<file path="src/rtl/isp_tap_pkg.sv">
package isp_tap_pkg;

    typedef enum logic [3:0] {
        TAP_RESET,
        TAP_IDLE,
        DR_SELECT,
        DR_CAPTURE,
        DR_SHIFT,
        DR_EXIT1,
        DR_PAUSE,
        DR_EXIT2,
        DR_UPDATE,
        IR_SELECT,
        IR_CAPTURE,
        IR_SHIFT,
        IR_EXIT1,
        IR_PAUSE,
        IR_EXIT2,
        IR_UPDATE
    } tap_state_e;

    localparam int IR_W = 4;

    localparam logic [IR_W-1:0] OP_IDCODE = 4'b0001;
    localparam logic [IR_W-1:0] OP_BYPASS = 4'b1111;
    localparam logic [IR_W-1:0] OP_ENABLE = 4'b1001;
    localparam logic [IR_W-1:0] OP_ERASE  = 4'b1010;
    localparam logic [IR_W-1:0] OP_PROG   = 4'b1011;
    localparam logic [IR_W-1:0] OP_VERIFY = 4'b1100;

    typedef enum logic [1:0] {
        SEL_BYPASS,
        SEL_ID,
        SEL_ISP
    } dr_sel_e;

    function automatic tap_state_e tap_next(input tap_state_e s, input logic tms);
        tap_state_e n;
        case (s)
            TAP_RESET:  n = tms ? TAP_RESET : TAP_IDLE;
            TAP_IDLE:   n = tms ? DR_SELECT : TAP_IDLE;
            DR_SELECT:  n = tms ? IR_SELECT : DR_CAPTURE;
            DR_CAPTURE: n = tms ? DR_EXIT1  : DR_SHIFT;
            DR_SHIFT:   n = tms ? DR_EXIT1  : DR_SHIFT;
            DR_EXIT1:   n = tms ? DR_UPDATE : DR_PAUSE;
            DR_PAUSE:   n = tms ? DR_EXIT2  : DR_PAUSE;
            DR_EXIT2:   n = tms ? DR_UPDATE : DR_SHIFT;
            DR_UPDATE:  n = tms ? DR_SELECT : TAP_IDLE;
            IR_SELECT:  n = tms ? TAP_RESET : IR_CAPTURE;
            IR_CAPTURE: n = tms ? IR_EXIT1  : IR_SHIFT;
            IR_SHIFT:   n = tms ? IR_EXIT1  : IR_SHIFT;
            IR_EXIT1:   n = tms ? IR_UPDATE : IR_PAUSE;
            IR_PAUSE:   n = tms ? IR_EXIT2  : IR_PAUSE;
            IR_EXIT2:   n = tms ? IR_UPDATE : IR_SHIFT;
            IR_UPDATE:  n = tms ? DR_SELECT : TAP_IDLE;
            default:    n = TAP_RESET;
        endcase
        return n;
    endfunction

    function automatic dr_sel_e dr_select(input logic [IR_W-1:0] op);
        dr_sel_e s;
        case (op)
            OP_IDCODE: s = SEL_ID;
            OP_ENABLE,
            OP_ERASE,
            OP_PROG,
            OP_VERIFY: s = SEL_ISP;
            default:   s = SEL_BYPASS;
        endcase
        return s;
    endfunction

endpackage

</file>
<file path="src/rtl/isp_tap_fsm.sv">
module isp_tap_fsm
    import isp_tap_pkg::*;
(
    input  logic       tck,
    input  logic       por_n,
    input  logic       tms,
    output tap_state_e state
);

    typedef struct packed {
        tap_state_e st;
    } fsm_regs_t;

    fsm_regs_t r_d, r_q;

    always_comb begin
        r_d    = r_q;
        r_d.st = tap_next(r_q.st, tms);
    end

    always_ff @(posedge tck or negedge por_n) begin
        if (!por_n) begin
            r_q.st <= TAP_RESET;
        end else begin
            r_q <= r_d;
        end
    end

    assign state = r_q.st;

endmodule

</file>
<file path="src/rtl/isp_tap_ir.sv">
module isp_tap_ir
    import isp_tap_pkg::*;
(
    input  logic            tck,
    input  logic            por_n,
    input  tap_state_e      state,
    input  logic            tdi,
    output logic [IR_W-1:0] ir,
    output logic            ir_so
);

    typedef struct packed {
        logic [IR_W-1:0] sh;
        logic [IR_W-1:0] cur;
    } ir_regs_t;

    ir_regs_t r_d, r_q;

    always_comb begin
        r_d = r_q;
        case (state)
            TAP_RESET:  r_d.cur = OP_IDCODE;
            IR_CAPTURE: r_d.sh  = OP_IDCODE;
            IR_SHIFT:   r_d.sh  = {tdi, r_q.sh[IR_W-1:1]};
            IR_UPDATE:  r_d.cur = r_q.sh;
            default: ;
        endcase
    end

    always_ff @(posedge tck or negedge por_n) begin
        if (!por_n) begin
            r_q.sh  <= '0;
            r_q.cur <= OP_IDCODE;
        end else begin
            r_q <= r_d;
        end
    end

    assign ir    = r_q.cur;
    assign ir_so = r_q.sh[0];

endmodule

</file>
<file path="src/rtl/isp_tap_dr.sv">
module isp_tap_dr
    import isp_tap_pkg::*;
#(
    parameter int          ID_W   = 32,
    parameter logic [31:0] IDCODE = 32'h1C3A_5E2F
) (
    input  logic       tck,
    input  logic       por_n,
    input  tap_state_e state,
    input  dr_sel_e    sel,
    input  logic       tdi,
    output logic       byp_so,
    output logic       id_so
);

    typedef struct packed {
        logic            byp;
        logic [ID_W-1:0] id;
    } dr_regs_t;

    dr_regs_t r_d, r_q;

    always_comb begin
        r_d = r_q;
        if (state == DR_CAPTURE) begin
            if (sel == SEL_BYPASS) r_d.byp = 1'b0;
            if (sel == SEL_ID)     r_d.id  = IDCODE[ID_W-1:0];
        end else if (state == DR_SHIFT) begin
            if (sel == SEL_BYPASS) r_d.byp = tdi;
            if (sel == SEL_ID)     r_d.id  = {tdi, r_q.id[ID_W-1:1]};
        end
    end

    always_ff @(posedge tck or negedge por_n) begin
        if (!por_n) begin
            r_q.byp <= 1'b0;
            r_q.id  <= IDCODE[ID_W-1:0];
        end else begin
            r_q <= r_d;
        end
    end

    assign byp_so = r_q.byp;
    assign id_so  = r_q.id[0];

endmodule

</file>
<file path="src/rtl/isp_tap_isp.sv">
module isp_tap_isp
    import isp_tap_pkg::*;
#(
    parameter int AW = 4,
    parameter int DW = 8
) (
    input  logic            tck,
    input  logic            por_n,
    input  tap_state_e      state,
    input  logic [IR_W-1:0] ir,
    input  logic            tdi,
    input  logic [DW-1:0]   row_rdata,
    output logic            sr_so,
    output logic            en,
    output logic            erase,
    output logic            prog,
    output logic            verify,
    output logic [AW-1:0]   row,
    output logic [DW-1:0]   wdata
);

    localparam int SW = AW + DW;

    typedef struct packed {
        logic [SW-1:0] sr;
        logic          en;
        logic          arm_ir;
        logic          arm_dr;
    } isp_regs_t;

    isp_regs_t r_d, r_q;

    logic sel_isp;
    logic in_idle;

    always_comb begin
        sel_isp = (dr_select(ir) == SEL_ISP);
        in_idle = (state == TAP_IDLE) && r_q.en;

        erase  = in_idle && (r_q.arm_ir || r_q.arm_dr) && (ir == OP_ERASE);
        prog   = in_idle && r_q.arm_dr && (ir == OP_PROG);
        verify = in_idle && r_q.arm_dr && (ir == OP_VERIFY);

        r_d        = r_q;
        r_d.arm_ir = (state == IR_UPDATE);
        r_d.arm_dr = (state == DR_UPDATE);

        if (state == TAP_RESET) begin
            r_d.en = 1'b0;
        end else if (ir == OP_ENABLE) begin
            r_d.en = 1'b1;
        end

        if (sel_isp && state == DR_SHIFT) begin
            r_d.sr = {tdi, r_q.sr[SW-1:1]};
        end
        if (verify) begin
            r_d.sr[DW-1:0] = row_rdata;
        end
    end

    always_ff @(posedge tck or negedge por_n) begin
        if (!por_n) begin
            r_q <= '0;
        end else begin
            r_q <= r_d;
        end
    end

    assign sr_so = r_q.sr[0];
    assign en    = r_q.en;
    assign row   = r_q.sr[SW-1:DW];
    assign wdata = r_q.sr[DW-1:0];

endmodule

</file>
<file path="src/rtl/isp_tap.sv">
module isp_tap
    import isp_tap_pkg::*;
#(
    parameter int          ROW_AW = 4,
    parameter int          ROW_DW = 8,
    parameter logic [31:0] IDCODE = 32'h1C3A_5E2F
) (
    input  logic              tck,
    input  logic              por_n,
    input  logic              tms,
    input  logic              tdi,
    output logic              tdo,
    output logic              tdo_oe,
    output logic              cfg_erase,
    output logic              cfg_prog,
    output logic              cfg_verify,
    output logic [ROW_AW-1:0] cfg_row,
    output logic [ROW_DW-1:0] cfg_wdata,
    input  logic [ROW_DW-1:0] cfg_rdata
);

    localparam int ID_W = 32;

    tap_state_e      st;
    logic [IR_W-1:0] ir_cur;
    logic            ir_so;
    logic            byp_so;
    logic            id_so;
    logic            isp_so;
    logic            isp_en;
    dr_sel_e         dr_sel;

    assign dr_sel = dr_select(ir_cur);

    isp_tap_fsm u_fsm (
        .tck   (tck),
        .por_n (por_n),
        .tms   (tms),
        .state (st)
    );

    isp_tap_ir u_ir (
        .tck   (tck),
        .por_n (por_n),
        .state (st),
        .tdi   (tdi),
        .ir    (ir_cur),
        .ir_so (ir_so)
    );

    isp_tap_dr #(
        .ID_W   (ID_W),
        .IDCODE (IDCODE)
    ) u_dr (
        .tck    (tck),
        .por_n  (por_n),
        .state  (st),
        .sel    (dr_sel),
        .tdi    (tdi),
        .byp_so (byp_so),
        .id_so  (id_so)
    );

    isp_tap_isp #(
        .AW (ROW_AW),
        .DW (ROW_DW)
    ) u_isp (
        .tck       (tck),
        .por_n     (por_n),
        .state     (st),
        .ir        (ir_cur),
        .tdi       (tdi),
        .row_rdata (cfg_rdata),
        .sr_so     (isp_so),
        .en        (isp_en),
        .erase     (cfg_erase),
        .prog      (cfg_prog),
        .verify    (cfg_verify),
        .row       (cfg_row),
        .wdata     (cfg_wdata)
    );

    typedef struct packed {
        logic tdo;
        logic oe;
    } out_regs_t;

    out_regs_t o_d, o_q;

    always_comb begin
        o_d.oe  = (st == DR_SHIFT) || (st == IR_SHIFT);
        o_d.tdo = 1'b0;
        if (st == IR_SHIFT) begin
            o_d.tdo = ir_so;
        end else if (st == DR_SHIFT) begin
            case (dr_sel)
                SEL_ID:  o_d.tdo = id_so;
                SEL_ISP: o_d.tdo = isp_so;
                default: o_d.tdo = byp_so;
            endcase
        end
    end

    always_ff @(negedge tck or negedge por_n) begin
        if (!por_n) begin
            o_q <= '0;
        end else begin
            o_q <= o_d;
        end
    end

    assign tdo    = o_q.tdo;
    assign tdo_oe = o_q.oe;

endmodule

</file>
<file path="config.mk">
export PLATFORM = sky130hd
export DESIGN_NAME = isp_tap
export DESIGN_NICKNAME = d
export VERILOG_FILES = /design/src/rtl/isp_tap_pkg.sv /design/src/rtl/isp_tap_fsm.sv /design/src/rtl/isp_tap_ir.sv /design/src/rtl/isp_tap_dr.sv /design/src/rtl/isp_tap_isp.sv /design/src/rtl/isp_tap.sv
export SDC_FILE = /design/constraint.sdc
export NUM_CORES = 1
export LEC_CHECK = 0
export ABC_CLOCK_PERIOD_IN_PS = 3000
export BUFFER_PORTS_ARGS = -buffer_cell sky130_fd_sc_hd__buf_2
export CAP_MARGIN = 40
export CORE_ASPECT_RATIO = 1.5
export CORE_MARGIN = 3
export CORE_UTILIZATION = 55
export CTS_CLUSTER_DIAMETER = 120
export DETAILED_ROUTE_END_ITERATION = 16
export PLACE_DENSITY = 0.83
export SETUP_SLACK_MARGIN = 0.05
export SLEW_MARGIN = 30
export SYNTH_ARGS = -nofsm -noshare
export SYNTH_HDL_FRONTEND = slang
export SYNTH_SLANG_ARGS = --single-unit
</file>
<file path="constraint.sdc">
create_clock -name tck -period 3 [get_ports tck]
set_clock_uncertainty 0.05 [all_clocks]
set_input_delay 0.3 -clock tck [delete_from_list [all_inputs] [get_ports tck]]
set_output_delay 0.3 -clock tck [all_outputs]
set_load 0.1 [all_outputs]
</file>
Word-level counts from Yosys, hierarchy flattened
Index checks and enable logic that the tools add are counted.

Register bits after elaboration: 62. Bits of input ports: 12. Output and inout bits: 17. Word-level logic and storage cells: 85.

Eq/ne operators: 22. Multiplexer cells: 29. Reductions and logical operators: 22.

Operators with widths (number): $mux 33 (2); $mux 32 (2); $eq 4x4->1 const B (12); $pmux 4 s12 (1); $eq 4x3->1 const B (4); $mux 4 (4); $mux 8 (2); $pmux 4 s2 (2); $reduce_bool 2->1 (5); $mux 1 (9); $eq 4x1->1 const B (2); $eq 4x2->1 const B (2); $logic_and 1x1->1 (7); $mux 2 (3); $mux 3 (2); $logic_not 4->1 (1); $pmux 2 s2 (1); $reduce_and 2->1 (2); $reduce_or 2->1 (2); $reduce_or 4->1 (1); $reduce_or 3->1 (1); $eq 2x1->1 const B (1); $eq 2x2->1 const B (1); $logic_not 2->1 (1); other kinds (2) (3).

Depth between registers and ports, before layout
Gate-level depths: netlist (run 1).

Depth in word-level cells: 7. Gate-level depth with buffers: 10. Gate-level depth less buffers: 9.

Hierarchy
A second synthesis (run 1) with hierarchy kept.

Cell total of the unflattened synthesis: 303. Area, all modules: 3234.4 um^2.

Modules (own cells, without submodules): isp_tap_dr (instances 1, cells an instance 127, area each 1510.2 um^2); isp_tap_isp (instances 1, cells an instance 77, area each 834.6 um^2); isp_tap_ir (instances 1, cells an instance 42, area each 387.9 um^2); isp_tap_fsm (instances 1, cells an instance 37, area each 314.1 um^2); isp_tap (instances 1, cells an instance 20, area each 187.7 um^2).

==> impl_results.md, run 1 <==
- Synth Cell Area: between 3000 and 4000 um^2
- Int Pwr: around 2.1 mW
- Final Hold Fails: 0
- Xor-xnor portion of the synthesized cell area: 0.00291
- Min-Delay Path Class: input pin to register
- Nets: approximately 360
- Final WS setup: -0.313 ns
- Total Wirelength: 5.64 mm
- Post-DP HPWL: between 3 and 4 mm
- Gp weighted congestion: approximately 0.82
- CP required: roughly 1.6 ns
- Post-Synth Adder-Cell Area: 0.0125
- Sw frac: 0.388
- Vias in the first global route: approximately 2.2k
- Largest net degree at the start of global routing: between 60 and 70
- Placed cell count: 394
- CTS tree: yes
- Clock Sinks: 62
- Gate power share: 0.388
- CP cell instances: nor2_4, xnor2_2, and2_4, buf_6, ha_4, a22oi_2, nor2_1, a21oi_1, o22ai_1
- Worst-path clk slew: 0.07 ns
- I/O pin count: 29
- Net Switching: approximately 1.4 mW
- Max clock buf depth: 2
- Initial core utilization: 0.578
- DIE AREA: 6410 um^2
- Warnings from Yosys: 0
- Post-synthesis compound-gate area fraction: 0.127
- Placed cell area: 3240 um^2
- Worst EP arrival: 1.92 ns
- Gr usage total: 0.198
- Yosys reg bits: 62
- Buf/Inv on CP: 1
- MaxCap Viol Count: 0
- Violated checks: negative setup slack
- CP startpoint kind: register
- Final setup vio count: 1
- Commonest non-fill, non-tap cells in the layout: nand2_1, dfrtp_1, o21ai_0
- Largest family of logic cells by synthesized area: simple AND/OR/NAND/NOR gates
- Most common cell after layout, fill and taps aside: nand2_1
- Finished Layout Cells: around 410
- Leak: about 1.6 nW
- Vias: about 2.2k
- Pre-CTS WS: -0.378 ns
- Synth Flop Type: dfrtp_1
- Net Count, Synth: between 300 and 400
- Clk pwr share: 0.232
- Syn Area/Cell: approximately 9.7 um^2
- Area growth syn-to-layout: 17.0%
- Post-synth ARST share: 1.00
- First-pass GRT wire length: ~9.5 mm
- Vias per cell: approximately 5.3
- Share of cells above drive strength 1: 0.336
- Synthesized-area fraction occupied by and/or/nand/nor cells: 0.175
- Status: finished with violations
- EDFF count, synth: 0
- Setup TNS: -0.313 ns
- Die Wd: 66.4 um
- Crit-path max FO: 3
- VDD IR max: 0.000638 V
- Initial DRT Pass Iterations: 4
- Core area: between 5000 and 6000 um^2
- Detail Route Antenna Nets: 0
- Die extent in y: ~97 um
- Worst-Margin Slew: 0.812 ns
- Sequential power share: 0.381
- Remaining global-route overflow: 0
- Pwr per Cell Area: around 1000 nW/um^2
- Residual DRC: 0
- Max Slew Vio Count: 0
- Initial antenna violation count: 0
- Count of input and output buffers: 28
- Mux contribution to synthesized area: 0.0857
- CP delay by family, top: flip-flops
- Setup crit end kind: register
- H-tree depth: 3
- Diode count: 0
- Setup CP Type: register to register
- Cts bufs inserted: 9
- Syn Inst Count: 311
- Slowest CP cell: dfstp_2
- Clock Tree Root: clkbuf_8
- Detailed-route wire length per cell: roughly 14 um
- Final Cell Area: about 3500 um^2
- Unique masters post-synth: 43
- # rows: 32
- Slew headroom: 0.456
- RSZ-0062 raised after global routing: yes
- DRT iter0 DRCs: 125
- Highest cell delay on the worst timing path: 0.56 ns
- Latest clock arrival within the worst-skew pair: 0.33 ns
- Sequential fraction of the synthesis area: 0.524
[cells in the mapped netlist (2+ instances only)]
| cell | number | area, um^2 |
|---|---|---|
| a21oi_1 | 12 | 60.1 |
| nand2_1 | 60 | 225 |
| buf_6 | 2 | 22.5 |
| a22oi_1 | 2 | 15.0 |
| o21ai_1 | 4 | 20.0 |
| clkbuf_1 | 10 | 37.5 |
| dfrtn_1 | 2 | 50.1 |
| o22ai_1 | 4 | 25.0 |
| buf_4 | 13 | 97.6 |
| nor2b_1 | 4 | 25.0 |
| nor2_1 | 28 | 105 |
| o21ai_0 | 40 | 200 |
| nand3_1 | 4 | 20.0 |
| nor3_1 | 3 | 15.0 |
| ha_1 | 3 | 37.5 |
| mux2_2 | 14 | 158 |
| inv_1 | 9 | 33.8 |
| or3_1 | 2 | 12.5 |
| a221o_1 | 2 | 20.0 |
| buf_2 | 5 | 25.0 |
| mux2_4 | 6 | 90.1 |
| a211oi_1 | 3 | 22.5 |
| dfrtp_1 | 42 | 1050 |
| dfstp_2 | 18 | 473 |
[per-layer routing]
metal	track usage	up-vias	wire, um
met3	0.0405	11	220
met2	0.344	36	3000
met5	0	-	0
met1	0.229	1033	2330
li1	-	1098	-
met4	0.0966	0	95
[worst paths after layout]
check	endpoint	startpoint	slack, ns	cells after the start
max	tdo	u_ir.ir[0]	-0.31	9
min	u_isp.wdata[5]	cfg_rdata[5]	0.15	2
max reg2reg	tdo	u_ir.ir[0]	-0.31	9
min reg2reg	u_dr.r_q[20]	u_dr.r_q[20]	0.41	2
max in group asynchronous	tdo	por_n	0.75	2
min in group asynchronous	u_isp.en	por_n	0.41	2
[repair_timing]
item | CTS | global route
endpoints found under the setup margin | 2 | 1
gates resized for setup | 4 | 5
hold endpoints to repair | 14 | 0
cloned | 0 | 0
hold buffers | 1 | 0
pin swaps | 4 | 8
setup buffers | 0 | 2
[cells by family after synthesis]
kind of cell	count (synthesis)
AND/OR/NAND/NOR	115
AO/OA/AOI/OAI	69
flip-flops	62
buffers and inverters	40
multiplexers	21
adder cells (fa/ha/maj)	3
XOR/XNOR	1
[metrics by stage]
step | utilization | power, mW | hold WS [ns]
2_1_floorplan | - | 2.36 | -0.0456
3_3_place_gp | 0.622 | 2.60 | 0.206
3_5_place_dp | 0.622 | 2.65 | 0.207
4_1_cts | 0.669 | 3.48 | 0.132
5_1_grt | 0.676 | 3.76 | 0.132
6_report | 0.676 | 3.50 | 0.145
[flip-flops by register name (all words and copies together) (netlist names), 2 cells and up]
register     count
u_isp.row        4
u_ir.r_q         3
u_ir.ir          4
u_isp.r_q        2
u_dr.r_q        31
u_fsm.state      4
u_isp.wdata      7
[layout make-up]
cell class                 instances  area (um^2)
inverter                           9         33.8
sequential                        62         1570
clock buffer                      12          155
clock inverter                     4         70.1
tap                               68         85.1
timing repair buffer              49          322
multi-input combinational        209         1280
fill                             395         1690
[power groups by stage]
stage	Sequential (mW)	Combinational [mW]	Clock (mW)
3_5_place_dp	1.34	1.31	0
4_1_cts	1.33	1.33	0.824
6_report	1.33	1.36	0.811
5_1_grt	1.37	1.53	0.865
2_1_floorplan	1.32	1.04	0
3_3_place_gp	1.33	1.27	0
No activity file was read; power rests on OpenSTA's default activity.
==> run 2, diff against run 1 <==
--- a/config.mk
+++ b/config.mk
@@ -8,12 +8,14 @@
 export ABC_CLOCK_PERIOD_IN_PS = 3000
 export BUFFER_PORTS_ARGS = -buffer_cell sky130_fd_sc_hd__buf_2
 export CAP_MARGIN = 40
+export CELL_PAD_IN_SITES_DETAIL_PLACEMENT = 0
+export CELL_PAD_IN_SITES_GLOBAL_PLACEMENT = 1
 export CORE_ASPECT_RATIO = 1.5
 export CORE_MARGIN = 3
-export CORE_UTILIZATION = 55
+export CORE_UTILIZATION = 46
 export CTS_CLUSTER_DIAMETER = 120
 export DETAILED_ROUTE_END_ITERATION = 16
-export PLACE_DENSITY = 0.83
+export PLACE_DENSITY = 0.88
 export SETUP_SLACK_MARGIN = 0.05
 export SLEW_MARGIN = 30
 export SYNTH_ARGS = -nofsm -noshare
==> run 2 against run 1 <==
The flow still finishes with violations (negative setup slack). Routed wire length is 0.62% higher. Sequential power hardly changed. Global-route usage is 2.4 points lower. Flip-flop and latch count stayed put. Final cell count is 1.2% higher. Design area hardly changed. Power hardly changed. Via count is 2.4% higher. Critical endpoint unchanged.
==> impl_results.md, run 2 (same netlist as run 1, synthesis figures left out) <==
- Status: finished with violations
- Count of input and output buffers: 28 (unchanged)
- Cts bufs inserted: 9 (unchanged)
- Core area: 6260 um^2 (+20%)
- Largest reg by FF count: u_dr.r_q
- Vias in the first global route: 2235 (+1.5%)
- Gp weighted congestion: 0.839 (+2.0%)
- Initial core utilization: 0.480 (-0.0975)
- Detailed-route wire length per cell: 13.6 um (-0.58%)
- # rows: 35 (+9.4%)
- RSZ-0062 raised after global routing: yes
- I/O pin count: 29 (unchanged)
- Most frequent CP cell: nor2_1
- Clock Sinks: 62 (unchanged)
- Slowest CP cell: dfstp_2
- CP startpoint kind: register
- Min-Delay Path Class: input pin to register
- VDD IR max: 0.000519 V (-19%)
- Area growth syn-to-layout: 16.9% (about the same)
- Initial DRT Pass Iterations: 4 (unchanged)
- Share of cells above drive strength 1: 0.328 (-0.00774)
- Setup CP Type: register to register
- Initial antenna violation count: 0 (unchanged)
- CTS tree: yes
- DRT iter0 DRCs: 173 (+38%)
- Largest net degree at the start of global routing: 37 (-43%)
- Worst-path clk slew: 0.07 ns (about the same)
- Residual DRC: 0 (unchanged)
- Violated checks: negative setup slack
- Max Slew Vio Count: 0 (unchanged)
- Leak: 1.60 nW (-0.21%)
- Post-DP HPWL: 3.95 mm (+3.1%)
- Detail Route Antenna Nets: 0 (unchanged)
- Most common cell after layout, fill and taps aside: nand2_1
- Final Hold Fails: 0 (unchanged)
- Diode count: 0 (unchanged)
- CP delay by family, top: flip-flops
- H-tree depth: 3 (unchanged)
- Final WS setup: -0.290 ns (+0.0225 ns)
- Buf/Inv on CP: 1 (unchanged)
- CP required: 1.63 ns (+0.02 ns)
- Worst-Margin Slew: 0.646 ns (-0.166 ns)
- Max reg flops: 31 (unchanged)
- Placed cell area: 3270 um^2 (+1.1%)
- Setup TNS: -0.290 ns (+0.0225 ns)
- Vias per cell: 5.34 (+1.2%)
- Final Cell Area: 3520 um^2 (about the same)
- Die extent in y: 105 um (+8.8%)
- Remaining global-route overflow: 0 (unchanged)
- MaxCap Viol Count: 0 (unchanged)
- Max clock buf depth: 2 (unchanged)
- Vias: 2231 (+2.4%)
- Layout Utilization: 0.561 (-0.114)
- Setup crit end kind: register
- Clock Tree Root: clkbuf_8
- Total power: 3.50 mW (about the same)
- First-pass GRT wire length: 10.2 mm (+6.9%)
- Highest cell delay on the worst timing path: 0.54 ns (-0.02 ns)
- Nets: 354 (-0.28%)
- Slew headroom: 0.568 (+0.112)
- Latest clock arrival within the worst-skew pair: 0.34 ns (about the same)
- Pwr per Cell Area: 997 nW/um^2 (+0.11%)
- Crit-path max FO: 3 (unchanged)
- Die Wd: 72.0 um (+8.5%)
- DIE AREA: 7560 um^2 (+18%)
- Worst EP arrival: 1.92 ns (about the same)
- Gr usage total: 0.173 (-0.0242)
- Commonest non-fill, non-tap cells in the layout: nand2_1, dfrtp_1, o21ai_0
- Final setup vio count: 1 (unchanged)
- Total Wirelength: 5.68 mm (+0.62%)
- CP cell instances: nor2_1, xnor2_1, and2_4, inv_1, ha_2, a22oi_2, nor2_1, a21oi_1, o22ai_1
run 2: repair_timing:
action                                  CTS  global route
pin swaps                                 3             3
buffers inserted                          0             0
endpoints found under the setup margin    2             1
hold buffers                              1             0
hold endpoints to repair                  4             0
gates resized for setup                   4             0
run 2: worst paths after layout:
kind | startpoint | end | slack (ns) | cells past startpoint
setup / recovery | u_ir.ir[0] | tdo | -0.29 | 9
setup reg to reg | u_ir.ir[0] | tdo | -0.29 | 9
hold reg to reg | u_dr.r_q[20] | u_dr.r_q[20] | 0.41 | 2
max in group asynchronous | por_n | tdo_oe | 0.99 | 2
min in group asynchronous | por_n | u_isp.en | 0.29 | 2
hold / removal | cfg_rdata[7] | u_isp.wdata[7] | 0.13 | 2
run 2: power breakdown:
| group | switching (mW) | internal, mW | leakage [nW] |
|---|---|---|---|
| combinational | 0.849 | 0.502 | 0.728 |
| sequential | 0.198 | 1.14 | 0.760 |
| clock | 0.331 | 0.487 | 0.108 |
| total | 1.38 | 2.13 | 1.60 |
run 2: layout make-up:
type,instances,area [um^2]
Inverter,9,33.8
Clock buffer,10,138
Sequential cell,62,1570
Multi-Input combinational cell,209,1260
Tap cell,74,92.6
Timing Repair Buffer,48,330
Fill cell,551,2750
Clock inverter,6,85.1
run 2: metrics by stage:
step                      cells  hold WS [ns]  worst slack [ns]
after floorplan             311       -0.0456            -0.264
after global placement      400         0.114            -0.286
after detailed placement    401         0.114            -0.363
after CTS                   418         0.117            -0.291
after global routing        418         0.107            -0.400
final                       418         0.132            -0.290
run 2: routing by layer:
metal  vias up  GRT usage  routed length [um]
li1       1095          -                   -
met1      1073      0.211                2430
met2        45      0.266                2850
met3        18     0.0462                 198
met4         0      0.112                 208
met5         -          0                   0
==> run 3, diff against run 2 <==
==> constraint.sdc (replaced) <==
create_clock -name tck -period 3 [get_ports tck]
set_clock_uncertainty 0.05 [all_clocks]
set_input_delay 0.6 -clock tck [delete_from_list [all_inputs] [get_ports tck]]
set_output_delay 0.6 -clock tck [all_outputs]
set_load 0.1 [all_outputs]
==> run 3 against run 2 <==
The flow still finishes with violations (negative setup slack). Global-route usage barely moved. Die area unchanged. Combinational power rose by 7%. Setup slack worse by 0.029 ns. Final cell count is 0.24% higher. Clock-buffer cell count increased by 3.
==> impl_results.md, run 3 (same netlist as run 1, synthesis figures left out) <==
- Status: finished with violations
- Violated checks: negative setup slack
- Net Switching: 1.39 mW (+0.53%)
- Count of input and output buffers: 28 (unchanged)
- Crit-path max FO: 3 (unchanged)
- Share of cells above drive strength 1: 0.333 (+0.00484)
- Most common cell after layout, fill and taps aside: nand2_1
- Residual DRC: 0 (unchanged)
- Leak: 1.61 nW (+1.0%)
- Core area: 6260 um^2 (unchanged)
- DRT iter0 DRCs: 181 (+4.6%)
- Buf/Inv on CP: 0 (-1)
- Latest clock arrival within the worst-skew pair: 0.33 ns (about the same)
- Pre-CTS WS: -0.418 ns (-0.0559 ns)
- Clock Tree Root: clkbuf_8
- Highest cell delay on the worst timing path: 0.55 ns (about the same)
- Sw frac: 0.391 (-0.00194)
- Slew headroom: 0.538 (-0.0296)
- Gate power share: 0.406 (+0.021)
- Int Pwr: 2.16 mW (+1.4%)
- # rows: 35 (unchanged)
- CP delay by family, top: flip-flops
- Setup CP Type: register to register
- Largest reg by FF count: u_dr.r_q
- Total power: 3.54 mW (+1.0%)
- Post-DP HPWL: 4.05 mm (+2.4%)
- CTS tree: yes
- Gp weighted congestion: 0.798 (-4.8%)
- Worst-Margin Slew: 0.693 ns (+0.0469 ns)
- Detail Route Antenna Nets: 0 (unchanged)
- Final WS setup: -0.319 ns (-0.0291 ns)
- Total Wirelength: 5.88 mm (+3.5%)
- Initial core utilization: 0.480 (unchanged)
- Max clock buf depth: 2 (unchanged)
- Min-Delay Path Class: input pin to async pin
- Gr usage total: 0.173 (-0.000449)
- MaxCap Viol Count: 0 (unchanged)
- Initial DRT Pass Iterations: 4 (unchanged)
- Final Cell Area: 3560 um^2 (+1.4%)
- DIE AREA: 7560 um^2 (unchanged)
- Area growth syn-to-layout: 18.6%
- Finished Layout Cells: 419 (+0.24%)
- Layout Utilization: 0.569 (+0.00779)
- CP required: 1.61 ns (-0.02 ns)
- Max reg flops: 31 (unchanged)
- Detailed-route wire length per cell: 14.0 um (+3.2%)
- CP startpoint kind: register
- Nets: 355 (+0.28%)
- First-pass GRT wire length: 10.4 mm (+1.7%)
- Final Hold Fails: 0 (unchanged)
- Vias per cell: 5.25 (-1.6%)
- VDD IR max: 0.000476 V (-8.3%)
- RSZ-0062 raised after global routing: yes
- Largest net degree at the start of global routing: 57 (+54%)
- CTS hold repair buffers: 0 (-1)
- Die extent in y: 105 um (unchanged)
- Setup crit end kind: register
- Diode count: 0 (unchanged)
- Commonest non-fill, non-tap cells in the layout: nand2_1, dfrtp_1, o21ai_0
- Vias in the first global route: 2187 (-2.1%)
- Pwr per Cell Area: 993 nW/um^2 (-0.35%)
- Placed cell count: 402 (+0.25%)
- Clk pwr share: 0.216 (-0.017)
- Final setup vio count: 3 (+2)
- Remaining global-route overflow: 0 (unchanged)
- Vias: 2200 (-1.4%)
- CP cell instances: nand2b_1, or3_4, ha_4, a22oi_2, nor2_1, a21oi_1, o22ai_1
- Placed cell area: 3330 um^2 (+1.8%)
- Sequential power share: 0.378 (-0.003)
- Initial antenna violation count: 0 (unchanged)
- Worst reg2reg setup slack: -0.32 ns (-0.03 ns)
- Cts bufs inserted: 9 (unchanged)
- Worst EP arrival: 1.93 ns (about the same)
- Slowest CP cell: dfstp_2
- Max Slew Vio Count: 0 (unchanged)
- Worst-path clk slew: 0.07 ns (about the same)
- I/O pin count: 29 (unchanged)
- H-tree depth: 3 (unchanged)
- Clock Sinks: 62 (unchanged)
- Die Wd: 72.0 um (unchanged)
run 3: per-stage QoR:
stage / setup TNS [ns] / hold WS [ns]
after CTS: -0.558 / 0.0548
after global placement: -0.281 / 0.401
final: -0.511 / 0.0667
after floorplan: -0.827 / 0.254
after global routing: -0.718 / 0.0654
after detailed placement: -0.418 / 0.404
run 3: final timing paths:
| kind | from | to | depth (start not counted) |
|---|---|---|---|
| worst max-delay path | u_ir.ir[0] | tdo | 7 |
| worst min-delay path | por_n | u_fsm.state[1] | 1 |
| worst max register to register | u_ir.ir[0] | tdo | 7 |
| worst min register to register | u_dr.r_q[11] | u_dr.r_q[11] | 2 |
| max in group asynchronous | por_n | tdo_oe | 1 |
| min in group tck | u_dr.r_q[11] | u_dr.r_q[11] | 2 |
run 3: timing repair:
item / in CTS / in global routing
resized for setup: 4 / 2
pin swaps: 4 / 1
endpoints found under the setup margin: 3 / 6
setup buffers: 1 / 0
hold endpoints to repair: 0 / 0
run 3: area by class of cell:
class,count,area (um^2)
fill,542,2700
sequential,62,1570
multi-input combinational,209,1260
timing repair buffer,49,388
clock buffer,13,169
tap,74,92.6
clock inverter,3,42.5
inverter,9,33.8
run 3: power groups by stage:
| stage | Sequential [mW] | Clock, mW | Combinational (mW) |
|---|---|---|---|
| 2_1_floorplan | 1.32 | 0 | 1.04 |
| 3_3_place_gp | 1.34 | 0 | 1.29 |
| 3_5_place_dp | 1.35 | 0 | 1.44 |
| 4_1_cts | 1.34 | 0.782 | 1.45 |
| 5_1_grt | 1.38 | 0.821 | 1.61 |
| 6_report | 1.34 | 0.765 | 1.44 |
run 3: per-layer routing:
metal / up-vias / GRT usage / wire length [um]
met3: 12 / 0.0395 / 190
met2: 41 / 0.272 / 3030
met4: 0 / 0.0780 / 128
li1: 1103 / - / -
met5: - / 0 / 0
met1: 1044 / 0.224 / 2520
